## src/rtl/mws_pkg.sv

```systemverilog
package mws_pkg;
  localparam int LANES   = 4;
  localparam int CS_LSB  = 0;
  localparam int BS_LSB  = 4;
  localparam int GPA_LSB = 8;
  localparam int GPB_LSB = 10;

  typedef logic [1:0] phase_t;

  // Lane enable decode: port width, transfer size, low address bits.
  function automatic logic [LANES-1:0] decode_lanes(input logic [1:0] psz,
                                                     input logic [1:0] xsz,
                                                     input logic [1:0] lo);
    logic [LANES-1:0] m;
    case (psz)
      2'b00: begin
        case (xsz)
          2'b01:   m = 4'b0001 << lo;
          2'b10:   m = lo[1] ? 4'b1100 : 4'b0011;
          default: m = 4'b1111;
        endcase
      end
      2'b01:   m = (xsz == 2'b01) ? (lo[0] ? 4'b1000 : 4'b0100) : 4'b1100;
      default: m = 4'b1000;
    endcase
    return m;
  endfunction

  // General-purpose code: 1x forces bit 0, 0x defers to the default.
  function automatic logic gp_level(input logic [1:0] code, input logic dflt);
    return code[1] ? code[0] : dflt;
  endfunction
endpackage

```

## src/rtl/mws_store.sv

```systemverilog
module mws_store #(
  parameter int ADDR_W = 6,
  parameter int WORD_W = 32
) (
  input  logic              clk,
  input  logic              wr_en,
  input  logic [ADDR_W-1:0] wr_addr,
  input  logic [WORD_W-1:0] wr_data,
  input  logic [ADDR_W-1:0] rd_addr,
  output logic [WORD_W-1:0] rd_data
);
  localparam int DEPTH = 1 << ADDR_W;

  logic [WORD_W-1:0] mem_q [DEPTH];

  always_ff @(posedge clk) begin
    if (wr_en) begin
      mem_q[wr_addr] <= wr_data;
    end
  end

  assign rd_data = mem_q[rd_addr];
endmodule

```

## src/rtl/mws_lane.sv

```systemverilog
module mws_lane
  import mws_pkg::*;
(
  input  logic             clk,
  input  logic             rst_n,
  input  logic             load,
  input  logic [1:0]       port_size,
  input  logic [1:0]       xfer_size,
  input  logic [1:0]       addr_lo,
  output logic [LANES-1:0] mask_nxt,
  output logic [LANES-1:0] mask_q
);
  logic [LANES-1:0] dec;

  always_comb begin
    dec      = decode_lanes(port_size, xfer_size, addr_lo);
    mask_nxt = load ? dec : mask_q;
  end

  always_ff @(posedge clk or negedge rst_n) begin
    if (!rst_n) begin
      mask_q <= '0;
    end else if (load) begin
      mask_q <= dec;
    end
  end
endmodule

```

## src/rtl/mws_ctl.sv

```systemverilog
module mws_ctl
  import mws_pkg::*;
#(
  parameter int ADDR_W = 6
) (
  input  logic              clk,
  input  logic              rst_n,
  input  logic              start,
  input  logic [ADDR_W-1:0] start_addr,
  input  logic              rd_last,
  output logic              start_ok,
  output logic              busy,
  output phase_t            phase,
  output logic              busy_nxt,
  output phase_t            phase_nxt,
  output logic [ADDR_W-1:0] ptr_nxt,
  output logic              done
);
  logic [ADDR_W-1:0] ptr_q;
  logic              last_q;
  logic              done_nxt;

  assign start_ok = start & ~busy;

  always_comb begin
    busy_nxt  = busy;
    phase_nxt = phase;
    ptr_nxt   = ptr_q;
    done_nxt  = 1'b0;
    if (!busy) begin
      if (start_ok) begin
        busy_nxt  = 1'b1;
        phase_nxt = 2'd0;
        ptr_nxt   = start_addr;
      end
    end else if (phase != 2'd3) begin
      phase_nxt = phase + 2'd1;
    end else if (last_q) begin
      busy_nxt  = 1'b0;
      phase_nxt = 2'd0;
      done_nxt  = 1'b1;
    end else begin
      phase_nxt = 2'd0;
      ptr_nxt   = ptr_q + 1'b1;
    end
  end

  always_ff @(posedge clk or negedge rst_n) begin
    if (!rst_n) begin
      busy   <= 1'b0;
      phase  <= 2'd0;
      ptr_q  <= '0;
      last_q <= 1'b0;
      done   <= 1'b0;
    end else begin
      busy  <= busy_nxt;
      phase <= phase_nxt;
      ptr_q <= ptr_nxt;
      done  <= done_nxt;
      if (busy_nxt && (phase_nxt == 2'd0)) begin
        last_q <= rd_last;
      end
    end
  end
endmodule

```

## src/rtl/mws_pins.sv

```systemverilog
module mws_pins
  import mws_pkg::*;
(
  input  logic             clk,
  input  logic             rst_n,
  input  logic             busy_nxt,
  input  phase_t           phase_nxt,
  input  logic [3:0]       cs_bits,
  input  logic [3:0]       bs_bits,
  input  logic [1:0]       gp_code_a,
  input  logic [1:0]       gp_code_b,
  input  logic [LANES-1:0] mask_nxt,
  input  logic             gp_default,
  output logic             cs_n,
  output logic [LANES-1:0] bs_n,
  output logic             gpl
);
  logic             cs_d;
  logic [LANES-1:0] bs_d;
  logic             gp_d;
  logic             bs_lvl;

  assign bs_lvl = bs_bits[phase_nxt];
  assign cs_d   = busy_nxt ? cs_bits[phase_nxt] : 1'b1;

  for (genvar i = 0; i < LANES; i++) begin : g_lane
    assign bs_d[i] = (busy_nxt && mask_nxt[i]) ? bs_lvl : 1'b1;
  end

  always_comb begin
    gp_d = gpl;
    if (!busy_nxt) begin
      gp_d = gp_default;
    end else if (phase_nxt == 2'd0) begin
      gp_d = gp_level(gp_code_a, gp_default);
    end else if (phase_nxt == 2'd2) begin
      gp_d = gp_level(gp_code_b, gp_default);
    end
  end

  always_ff @(posedge clk or negedge rst_n) begin
    if (!rst_n) begin
      cs_n <= 1'b1;
      bs_n <= '1;
      gpl  <= 1'b0;
    end else begin
      cs_n <= cs_d;
      bs_n <= bs_d;
      gpl  <= gp_d;
    end
  end
endmodule

```

## src/rtl/mem_wave_seq.sv

```systemverilog
module mem_wave_seq
  import mws_pkg::*;
#(
  parameter int ADDR_W = 6,
  parameter int WORD_W = 32
) (
  input  logic              clk,
  input  logic              rst_n,
  input  logic              host_we,
  input  logic [ADDR_W-1:0] host_addr,
  input  logic [WORD_W-1:0] host_wdata,
  input  logic              start,
  input  logic [ADDR_W-1:0] start_addr,
  input  logic              gp_default,
  input  logic [1:0]        port_size,
  input  logic [1:0]        xfer_size,
  input  logic [1:0]        addr_lo,
  output logic              cs_n,
  output logic [LANES-1:0]  bs_n,
  output logic              gpl,
  output logic              busy,
  output logic              done
);
  localparam int LAST_BIT = WORD_W - 1;

  logic              start_ok;
  logic              busy_nxt;
  phase_t            cur_ph;
  phase_t            phase_nxt;
  logic [ADDR_W-1:0] ptr_nxt;
  logic [WORD_W-1:0] rd_word;
  logic [LANES-1:0]  mask_nxt;
  logic [LANES-1:0]  lane_q;
  logic              unused_bits;

  assign unused_bits = ^rd_word[LAST_BIT-1:GPB_LSB+2];

  mws_store #(.ADDR_W(ADDR_W), .WORD_W(WORD_W)) u_store (
    .clk     (clk),
    .wr_en   (host_we & ~busy),
    .wr_addr (host_addr),
    .wr_data (host_wdata),
    .rd_addr (ptr_nxt),
    .rd_data (rd_word)
  );

  mws_ctl #(.ADDR_W(ADDR_W)) u_ctl (
    .clk        (clk),
    .rst_n      (rst_n),
    .start      (start),
    .start_addr (start_addr),
    .rd_last    (rd_word[LAST_BIT]),
    .start_ok   (start_ok),
    .busy       (busy),
    .phase      (cur_ph),
    .busy_nxt   (busy_nxt),
    .phase_nxt  (phase_nxt),
    .ptr_nxt    (ptr_nxt),
    .done       (done)
  );

  mws_lane u_lane (
    .clk       (clk),
    .rst_n     (rst_n),
    .load      (start_ok),
    .port_size (port_size),
    .xfer_size (xfer_size),
    .addr_lo   (addr_lo),
    .mask_nxt  (mask_nxt),
    .mask_q    (lane_q)
  );

  mws_pins u_pins (
    .clk        (clk),
    .rst_n      (rst_n),
    .busy_nxt   (busy_nxt),
    .phase_nxt  (phase_nxt),
    .cs_bits    (rd_word[CS_LSB+3:CS_LSB]),
    .bs_bits    (rd_word[BS_LSB+3:BS_LSB]),
    .gp_code_a  (rd_word[GPA_LSB+1:GPA_LSB]),
    .gp_code_b  (rd_word[GPB_LSB+1:GPB_LSB]),
    .mask_nxt   (mask_nxt),
    .gp_default (gp_default),
    .cs_n       (cs_n),
    .bs_n       (bs_n),
    .gpl        (gpl)
  );
endmodule

```

## config.mk

```make
export PLATFORM = sky130hd
export DESIGN_NAME = mem_wave_seq
export DESIGN_NICKNAME = d
export VERILOG_FILES = /design/src/rtl/mws_pkg.sv /design/src/rtl/mws_store.sv /design/src/rtl/mws_lane.sv /design/src/rtl/mws_ctl.sv /design/src/rtl/mws_pins.sv /design/src/rtl/mem_wave_seq.sv
export SDC_FILE = /design/constraint.sdc
export NUM_CORES = 1
export LEC_CHECK = 0
export ABC_AREA = 0
export BUFFER_PORTS_ARGS = -buffer_cell sky130_fd_sc_hd__buf_4
export CORE_ASPECT_RATIO = 0.75
export CORE_MARGIN = 2
export CORE_UTILIZATION = 50
export DETAILED_ROUTE_END_ITERATION = 8
export PLACE_DENSITY = 0.68
export SYNTH_ARGS = -nofsm -noshare
export SYNTH_HDL_FRONTEND = slang
export SYNTH_SLANG_ARGS = --single-unit
```

## constraint.sdc

```tcl
create_clock -name clk -period 2.9 [get_ports clk]
set_input_delay 0.29 -clock clk [delete_from_list [all_inputs] [get_ports clk]]
set_output_delay 0.29 -clock clk [all_outputs]
set_load 0.01 [all_outputs]
```

[Word level (Yosys, flattened, before mapping)]
Memory sizes are Yosys's and may differ from the RTL's.
Index checks and enable logic that the tools add are counted.
Cells by class
  shift operators: 1
  add/subtract/negate cells: 2
  muxes and demuxes: 36
  $lt $le $gt $ge: 1
  equal/unequal tests: 6
  reductions and logical operators: 7
  bitwise logic cells: 3
Operators with widths (number)
  $mux W6: 4
  $mux W1: 21
  $mux W4: 4
  $pmux W4 S2: 2
  $add A6 B1 Y6 const B: 1
  $mux W2: 3
  $logic_and A1 B1 Y1: 5
  $bmux W1 S2: 2
  $eq A2 B1 Y1 const B: 2
  $eq A2 B2 Y1 const B: 2
  $logic_not A2 Y1: 2
  $shl A1 B2 Y4 const A: 1
  $lt A2 B3 Y1 const B: 1
  $ne A3 B2 Y1 const B: 1
  $add A2 B1 Y2 const B: 1
  $and A1 B1 Y1: 2
  $ne A2 B2 Y1 const B: 1
  $not A1 Y1: 1
Word-level totals
  word-level logic and storage cells: 66
  bits in writable memories: 2048
  memories kept: 1
  register bits after elaboration: 21
  input port bits: 55
  output and inout bits: 8
Memory list
  u_store.mem_q: depth 64, width 32, rd ports 1, clocked after Yosys merged registers in 0, wr ports 1, line mws_store.sv:14  | logic [WORD_W-1:0] mem_q [DEPTH];

[Logic depth before layout (Yosys ltp)]
Gate-level depths: netlist of run 1.
An unclocked memory read counts as a cell.
  word-level depth: 9
  gate-level depth with buffers: 15
  gate-level depth less buffers: 12

[Modules after synthesis]
From an unflattened synthesis of run 1, not the netlist that was laid out.
Second synthesis, totals
  cells, all modules: 3412
  area, all modules: 79135.9 sq um
By module, submodules not included
  mws_store: area each 77874.7 sq um, cells each 3292, seq. area each 61499.0 sq um, instances 1
  mws_ctl: area each 665.6 sq um, cells each 66, seq. area each 275.3 sq um, instances 1
  mws_pins: area each 291.5 sq um, cells each 21, seq. area each 156.4 sq um, instances 1
  mws_lane: area each 290.3 sq um, cells each 32, seq. area each 100.1 sq um, instances 1
  mem_wave_seq: area each 13.8 sq um, cells each 1, seq. area each 0.0 sq um, instances 1

[Worst setup path after synthesis of run 1]
No wires, ideal clock.
  path type: flip-flop to flip-flop
  from: reg u_ctl.phase[0]
  to: reg u_pins.bs_n[3]
  required time: 2816 ps
  arrival time: 3066 ps
  path buffers: 3
  stages on the path, launching flop included: 14
  setup time: 84 ps
  clock period less this slack: 3150 ps
  path slack: -250 ps
  path through: dfrtp_1 -> ha_1 -> and2b_2 -> o221ai_4 -> buf_6 -> buf_6 -> buf_4 -> mux4_2 -> a22oi_1 -> a21oi_1 -> o211ai_1 -> o311ai_2 -> o211ai_2 -> nand2_1
On the way
  longest elaborated chain between the ends: 7
  elaborated cells on any way between the ends: 14
  classes of those cells: add/sub (1); eq/ne (1); mux (10); reduce/logical (1); memory (1)
Ends and longest elaborated chain
  from (decl): line mws_ctl.sv:13  | output phase_t phase,
  from (signal assigned): line mws_ctl.sv:57  | phase <= phase_nxt;
  $ne A2 B2 Y1: line mws_ctl.sv:36  | end else if (phase != 2'd3) begin
  $mux W6: line mws_ctl.sv:36
  $mux W6: line mws_ctl.sv:30  | if (!busy) begin
  $mem_v2 Z64 W32
  $bmux W1 S2: line mws_pins.sv:23  | assign bs_lvl = bs_bits[phase_nxt];
  $mux W1 (not written as such): line mws_pins.sv:23
  $mux W1 (*): line mws_pins.sv:27  | assign bs_d[i] = (busy_nxt && mask_nxt[i]) ? bs_lvl : 1'b1;
  net u_pins.bs_d[3]: line mws_pins.sv:19  | logic [LANES-1:0] bs_d;
  to (signal assigned): line mws_pins.sv:48  | bs_n <= bs_d;
  to (decl): line mws_pins.sv:15  | output logic [LANES-1:0] bs_n,
Mark *: on every way through the listed nets, which the timed path passes. The rest lies on a longest branch. The select of a mux whose other input is x is not followed.
A chain may end at the register's enable or synchronous reset.

[Worst setup path after layout of run 1]
  from: reg u_ctl.phase[1]
  to: reg u_pins.bs_n[2]
Same word-level chain as after synthesis.

==> results by group, run 1 <==
Die
  • Initial Util: 50.6%
  • Die Y: 229 um
  • Core Box Area: 66800 um^2
  • Die width: 304 um
  • Io pins: 63
  • Cell row count: 82
  • Die area: 69700 um^2

Synth
  • Ys async rst share: 2.46%
  • Syn Nets: 1719
  • Sequential area share after synthesis: 75.5%
  • Syn avg cell area: 20.4 um^2
  • Ys flop type: edfxtp_1
  • Share of the synthesized area in the top cell type: 73.9%
  • Largest cells by area after synthesis: edfxtp_1, mux4_2, mux4_1
  • Most common cell in the netlist: edfxtp_1
  • Commonest cells in the netlist: edfxtp_1, mux4_2, nand2_1
  • Leading area contributor after synthesis: edfxtp_1
  • Mapped Area: 33800 um^2
  • Yosys Warn Count: 0
  • Mapped Cells: 1660
  • Synth Register Bits: 853
  • Synth unique cells: 80
  • EDFF count, synth: 832

Worst setup path
  • Worst setup SP type: flip-flop
  • Worst path cell trace: ha_4 > and2b_2 > o221ai_4 > buf_12 > buf_12 > buf_6 > mux4_2 > o22a_1 > o221ai_2 > buf_4 > a2111oi_4 > or4_4 > o211ai_2 > buf_6 > nand2_2
  • Slowest-stage cell, CP: mux4_2
  • Family with the most delay on the worst path: buffers and inverters
  • CP Class: reg2reg
  • Max incr delay on CP: 0.57 ns
  • Arr. time, crit path: 4.00 ns
  • R2r worst-path depth: 15
  • Cell depth of the worst setup path: 15
  • Worst Path Required: 3.43 ns
  • Worst-path maximum fanout: 7
  • Sum of buffers and inverters on the critical path: 5
  • Worst Setup End Kind: flip-flop

Power and ir drop
  • Logic pwr share: 51.7%
  • Switching power: 17.9 mW
  • Internal power: 31.8 mW
  • Clock power share: 20.3%
  • Peak supply drop: 0.714 mV
  • Reg power frac: 27.9%
  • Sw Ratio: 36.0%
  • Power Density: 1230 nW/um^2
  • P_leak: 13.5 nW

Global route
  • Initial antenna violation count: 2
  • Total GRT Usage: 25.8%
  • Largest net degree at the start of global routing: 65
  • GR Overflow Total: 0
  • Vias in the first global route: 18200
  • First-pass GRT wire length: 129 mm

Finish
  • Ant. Diodes: 0
  • Area grow syn2layout: 19.4%
  • Final Core Density: 60.4%
  • Post-route cell area: 40400 um^2
  • Share of cells above drive strength 1: 35.8%
  • Nets@finish: 2088

Timing
  • Relative slew margins: 41.9%
  • Final Slew Violations: 0
  • RSZ-0062 raised after global routing: yes
  • Crit share post-route: 119%
  • Final setup margin: -0.564 ns
  • Minimum clock period: 3.46 ns
  • Skew final: 0.0163 ns
  • Final setup viols: 7
  • Fin. Hold Viols: 0
  • Slew @ Worst Pin: 0.871 ns
  • Fmax: 289 MHz

Placed design
  • Number of I/O port buffers: 43
  • DP HPWL: 55.4 mm
  • Cell Area, Placed: 36900 um^2
  • Placer Congestion: 0.928

Hold path
  • Worst hold stages: 4
  • HP Class: in2reg

Drt
  • Vias post-DR: 19000
  • First drt pass iteration count: 5
  • 1st-iter DRT viols: 2975
  • DRC viols: 0
  • Routed Antenna Nets: 0
  • Final wirelength: 90.1 mm
  • Wire length per cell: 30.3 um
  • Post-DR vias/cell: 6.39

Clock network
  • Clk root buf: clkbuf_16
  • Longest Clk Path Bufs: 3
  • Sink Count: 853
  • CTS tree: done
  • Worst skew pair latency: 0.62 ns
  • Cts bufs inserted: 80
  • Reg clk slew, reported paths: 0.07 ns
  • H-Tree Depth: 3

Run status
  • Failing checks: negative setup slack
  • Outcome: complete, but fails checks

Run
  • Max-Cap Viols: 0
-- layout by cell type (no fill, tap or decap), types with 6 or more instances in the layout --
| master | count |
|---|---|
| inv_1 | 8 |
| buf_6 | 9 |
| nor2b_1 | 7 |
| a22oi_1 | 22 |
| or3_1 | 6 |
| a211oi_1 | 10 |
| buf_16 | 7 |
| nand4_1 | 9 |
| nor2_1 | 95 |
| a21oi_1 | 11 |
| mux4_2 | 178 |
| a31oi_1 | 13 |
| a22oi_2 | 14 |
| dfrtp_1 | 16 |
| clkinv_1 | 16 |
| o21ai_0 | 12 |
| nand3_1 | 20 |
| clkinv_2 | 16 |
| clkinvlp_4 | 6 |
| nand2_2 | 8 |
| and3_1 | 7 |
| edfxtp_1 | 832 |
| buf_4 | 319 |
| clkbuf_1 | 13 |
| mux4_1 | 12 |
| clkbuf_16 | 84 |
| mux2i_1 | 38 |
| buf_12 | 26 |
| nand2_1 | 124 |
| o22ai_1 | 9 |
-- repair_timing --
| item | in CTS | in global routing |
|---|---|---|
| endpoints found under the setup margin | 7 | 7 |
| buffers inserted | 23 | 12 |
| gates cloned | 4 | 1 |
| resized for setup | 68 | 46 |
| hold endpoints to repair | 22 | 0 |
| hold buffers | 2 | 0 |
| pin swaps | 17 | 14 |
-- per-layer routing --
layer  part of all wire, %  global-route usage (%)  up-vias  wire length, um
met3                    12                    6.22      146            11000
met1                    42                    40.9     9915            37900
met4                   2.3                    5.94        0             2070
met5                     0                       0        -                0
met2                    43                    36.4     1297            39100
li1                      -                       -     7616                -
-- worst min-delay path, cell delays in order --
cell	delay (ns)
buf_4	0.10
nor2_1	0.05
o21ai_0	0.07
o21ai_0	0.13
-- cell type report --
cell class                 instances  area [um^2]
fill                            4617        26400
sequential                       853        25500
multi-input combinational        711         7790
timing repair buffer             371         3390
clock buffer                      97         2140
tap                              882         1100
clock inverter                    45          358
inverter                          12         60.1
-- power groups by stage --
| stage | clock network (mW) | logic (mW) | registers [mW] |
|---|---|---|---|
| floorplan | 0 | 12.8 | 14.1 |
| global placement | 0 | 21.9 | 14.1 |
| detailed placement | 0 | 22.1 | 14.1 |
| CTS | 10.2 | 24.2 | 13.9 |
| global route | 10.7 | 26.6 | 13.9 |
| finish | 10.1 | 25.7 | 13.9 |
-- flip-flops by register name, summed over array words and instances, names as in the netlist --
signal,cells
u_ctl.phase,2
u_ctl.ptr_q,6
u_ctl.last_q,1
u_ctl.busy,1
u_pins.bs_n,4
u_ctl.done,1
u_store.mem_q,832
u_lane.mask_q,4
u_pins.gpl,1
u_pins.cs_n,1
-- final timing paths --
path	startpoint	endpoint	slack, ns
worst min register to register	u_lane.mask_q[2]$_DFF_PN0_	u_lane.mask_q[2]$_DFF_PN0_	0.55
max in group asynchronous	rst_n	u_pins.cs_n$_DFF_PN1_	2.48
worst max-delay path	u_ctl.phase[1]$_DFF_PN0_	u_pins.bs_n[2]$_DFF_PN1_	-0.56
min in group asynchronous	rst_n	u_pins.gpl$_DFFE_PN0P_	0.13
worst min-delay path	port_size[1]	u_lane.mask_q[0]$_DFF_PN0_	0.11
worst max register to register	u_ctl.phase[1]$_DFF_PN0_	u_pins.bs_n[2]$_DFF_PN1_	-0.56
-- cell families (layout without fill, tap and decap cells) --
family          count (synthesis)  in the layout  share of synthesized area (%)
mux                           235            235                           14.2
fa+ha+maj                       4              4                          0.148
simple gates                  317            317                           4.22
buf+inv                        96            525                           2.35
compound gates                155            155                           3.55
flops                         853            853                           75.5
-- per-stage QoR --
step	TNS, ns	setup WS, ns	std cells	power (mW)	hold WS [ns]
after global placement	-5.06	-0.771	2789	36.0	0.198
after global routing	-4.11	-0.617	2971	51.2	0.141
after CTS	-3.39	-0.504	2959	48.3	0.0539
final	-3.74	-0.564	2971	49.7	0.108
after detailed placement	-5.30	-0.837	2789	36.2	0.199
after floorplan	-0.876	-0.133	1660	26.9	-0.00559
Power figures use the tool's default switching activity.
==> inputs of run 2 (changes only) <==
--- a/config.mk
+++ b/config.mk
@@ -10,6 +10,7 @@
 export CORE_ASPECT_RATIO = 0.75
 export CORE_MARGIN = 2
 export CORE_UTILIZATION = 50
+export CTS_BUF_LIST = sky130_fd_sc_hd__clkbuf_16
 export DETAILED_ROUTE_END_ITERATION = 8
 export PLACE_DENSITY = 0.68
 export SYNTH_ARGS = -nofsm -noshare
==> run 2 against run 1 <==
Compared with the run above:
- the flow still finishes with violations (negative setup slack)
- via count fell by 0.48%
- wire length decreased by 0.20%
- clock skew up 0.0021 ns
- global-route usage up 0.10 points
- total power down 0.45%
- sequential share of layout area grew 0.077 points
- final cell count grew 0.17%
==> results by group, run 2 (synthesis gave the netlist of run 1 again) <==
Timing
  • Minimum clock period: 3.48 ns (+0.0201 ns)
  • Skew final: 0.0184 ns (+0.00212 ns)
  • Fin. Hold Viols: 0 (unchanged)
  • Fmax: 287 MHz (-0.58%)
  • Final setup viols: 7 (unchanged)
  • Final setup margin: -0.584 ns (-0.0201 ns)
  • Final Slew Violations: 0 (unchanged)
  • Relative slew margins: 38.4% (-3.5 points)
  • RSZ-0062 raised after global routing: yes
  • Slew @ Worst Pin: 0.924 ns (+0.0524 ns)
  • Crit share post-route: 120% (+0.69 points)

Power and ir drop
  • Power Density: 1230 nW/um^2 (-0.33%)
  • Final total power: 49.5 mW (-0.45%)
  • Peak supply drop: 0.706 mV (-1.2%)
  • P_leak: 13.5 nW (+0.39%)

Placed design
  • Number of I/O port buffers: 43 (unchanged)
  • Placer Congestion: 0.928 (unchanged)
  • DP HPWL: 55.4 mm (unchanged)

Worst setup path
  • CP startpoint: u_ctl.phase[1]$_DFF_PN0_
  • Worst setup SP type: flip-flop
  • Arr. time, crit path: 4.01 ns (about the same)
  • Worst-path maximum fanout: 7 (unchanged)
  • Reg-to-Reg Start: u_ctl.phase[1]$_DFF_PN0_
  • Worst path cell trace: ha_4 > and2b_2 > o221ai_4 > buf_12 > buf_12 > buf_6 > mux4_2 > o22a_1 > o221ai_2 > buf_4 > a2111oi_2 > or4_1 > o211ai_2 > buf_6 > nand2_1
  • Slowest-stage cell, CP: mux4_2
  • Worst Setup End Kind: flip-flop
  • Max incr delay on CP: 0.58 ns (about the same)
  • Worst Path Required: 3.43 ns (about the same)
  • CP Class: reg2reg

Run status
  • Outcome: complete, but fails checks
  • Failing checks: negative setup slack

Hold path
  • Hold_sp: port_size[1]
  • HP Class: in2reg

Clock network
  • Worst skew pair latency: 0.62 ns (about the same)
  • Clk root buf: clkbuf_16
  • Longest Clk Path Bufs: 3 (unchanged)
  • Cts bufs inserted: 80 (unchanged)
  • CTS tree: done
  • Sink Count: 853 (unchanged)
  • H-Tree Depth: 3 (unchanged)
  • Reg clk slew, reported paths: 0.07 ns (about the same)

Die
  • Die Y: 229 um (unchanged)
  • Core Box Area: 66800 um^2 (unchanged)
  • Initial Util: 50.6% (unchanged)
  • Cell row count: 82 (unchanged)
  • Die width: 304 um (unchanged)
  • Io pins: 63 (unchanged)
  • Die area: 69700 um^2 (unchanged)

Finish
  • Nets@finish: 2093 (+0.24%)
  • Ant. Diodes: 0 (unchanged)
  • Commonest non-fill, non-tap cell in the layout: edfxtp_1
  • Biggest regs: u_store.mem_q (832), u_ctl.ptr_q (6)
  • Most frequent cells in the layout: edfxtp_1, buf_4, mux4_2
  • Area grow syn2layout: 19.3%
  • Fill cell count: 4616 (-0.022%)
  • Final Core Density: 60.4% (-0.073 points)
  • Share of cells above drive strength 1: 35.6% (-0.23 points)
  • Max reg flops: 832 (unchanged)
  • Reg with most FFs: u_store.mem_q

Drt
  • 1st-iter DRT viols: 2771 (-6.9%)
  • Routed Antenna Nets: 0 (unchanged)
  • Post-DR vias/cell: 6.35 (-0.65%)
  • Wire length per cell: 30.2 um (-0.37%)
  • DRC viols: 0 (unchanged)
  • Final wirelength: 89.9 mm (-0.20%)
  • First drt pass iteration count: 6 (+1)
  • Vias post-DR: 18900 (-0.48%)

Global route
  • Initial antenna violation count: 0 (-2)
  • Largest net degree at the start of global routing: 65 (unchanged)
  • First-pass GRT wire length: 130 mm (+0.50%)
  • GR Overflow Total: 0 (unchanged)
  • Vias in the first global route: 18300 (+0.28%)
  • Total GRT Usage: 25.9% (+0.10 points)

Run
  • Max-Cap Viols: 0 (unchanged)
==> run 2: per-layer routing <==
| metal | GRT usage (%) | wire, um | up-vias |
|---|---|---|---|
| met5 | 0 | 0 | - |
| met4 | 5.69 | 1820 | 0 |
| met3 | 5.86 | 10300 | 146 |
| met2 | 36.5 | 38900 | 1179 |
| met1 | 41.5 | 38900 | 9937 |
| li1 | - | - | 7621 |
==> run 2: final timing paths <==
path / slack (ns) / cells after the start / end
setup / recovery: -0.58 / 15 / u_pins.bs_n[1]$_DFF_PN1_
hold / removal: 0.1 / 4 / u_lane.mask_q[1]$_DFF_PN0_
setup reg to reg: -0.58 / 15 / u_pins.bs_n[1]$_DFF_PN1_
hold reg to reg: 0.55 / 2 / u_lane.mask_q[2]$_DFF_PN0_
max in group asynchronous: 2.48 / 2 / u_pins.bs_n[3]$_DFF_PN1_
min in group asynchronous: 0.13 / 2 / u_pins.gpl$_DFFE_PN0P_
==> run 2: timing repair <==
action,CTS,global route
hold buffers,2,0
buffers inserted,32,9
gates resized for setup,79,25
setup endpoints to repair,7,7
gates cloned,3,0
pin swaps,24,10
hold endpoints to repair,22,0
==> run 2: layout make-up <==
| cell class | count | area [um^2] | share of cell area (%) |
|---|---|---|---|
| multi-input combinational | 711 | 7750 | 19.2 |
| tap | 882 | 1100 | 2.74 |
| sequential | 853 | 25500 | 63.3 |
| clock buffer | 83 | 2080 | 5.15 |
| inverter | 12 | 55.1 | 0.137 |
| clock inverter | 59 | 410 | 1.02 |
| timing repair buffer | 376 | 3400 | 8.43 |
==> run 2: metrics by stage <==
| stage | setup slack (ns) | instances | instance area, um^2 | hold WS, ns | setup TNS (ns) |
|---|---|---|---|---|---|
| finish | -0.584 | 2976 | 40300 | 0.0970 | -3.95 |
| floorplan | -0.133 | 1660 | 33800 | -0.00559 | -0.876 |
| global route | -0.633 | 2976 | 40300 | 0.121 | -4.31 |
| CTS | -0.503 | 2967 | 40100 | 0.0539 | -3.37 |
| global placement | -0.771 | 2789 | 36900 | 0.198 | -5.06 |
| detailed placement | -0.837 | 2789 | 36900 | 0.199 | -5.30 |
==> run 2: critical path, delay by kind of cell (launching register included) <==
kind	cells	cell delay, ns
buffers and inverters	5	0.77
AO/OA/AOI/OAI	5	0.68
AND/OR/NAND/NOR	3	0.72
adder cells (fa/ha/maj)	1	0.19
multiplexers	1	0.58
flip-flops	1	0.41
==> run 2: power breakdown <==
group	switching, mW	total, mW	internal [mW]	leakage, nW
Sequential	0.142	13.9	13.7	7.72
Clock	4.41	10.0	5.63	1.26
Combinational	13.3	25.6	12.3	4.54
Total	17.8	49.5	31.7	13.5
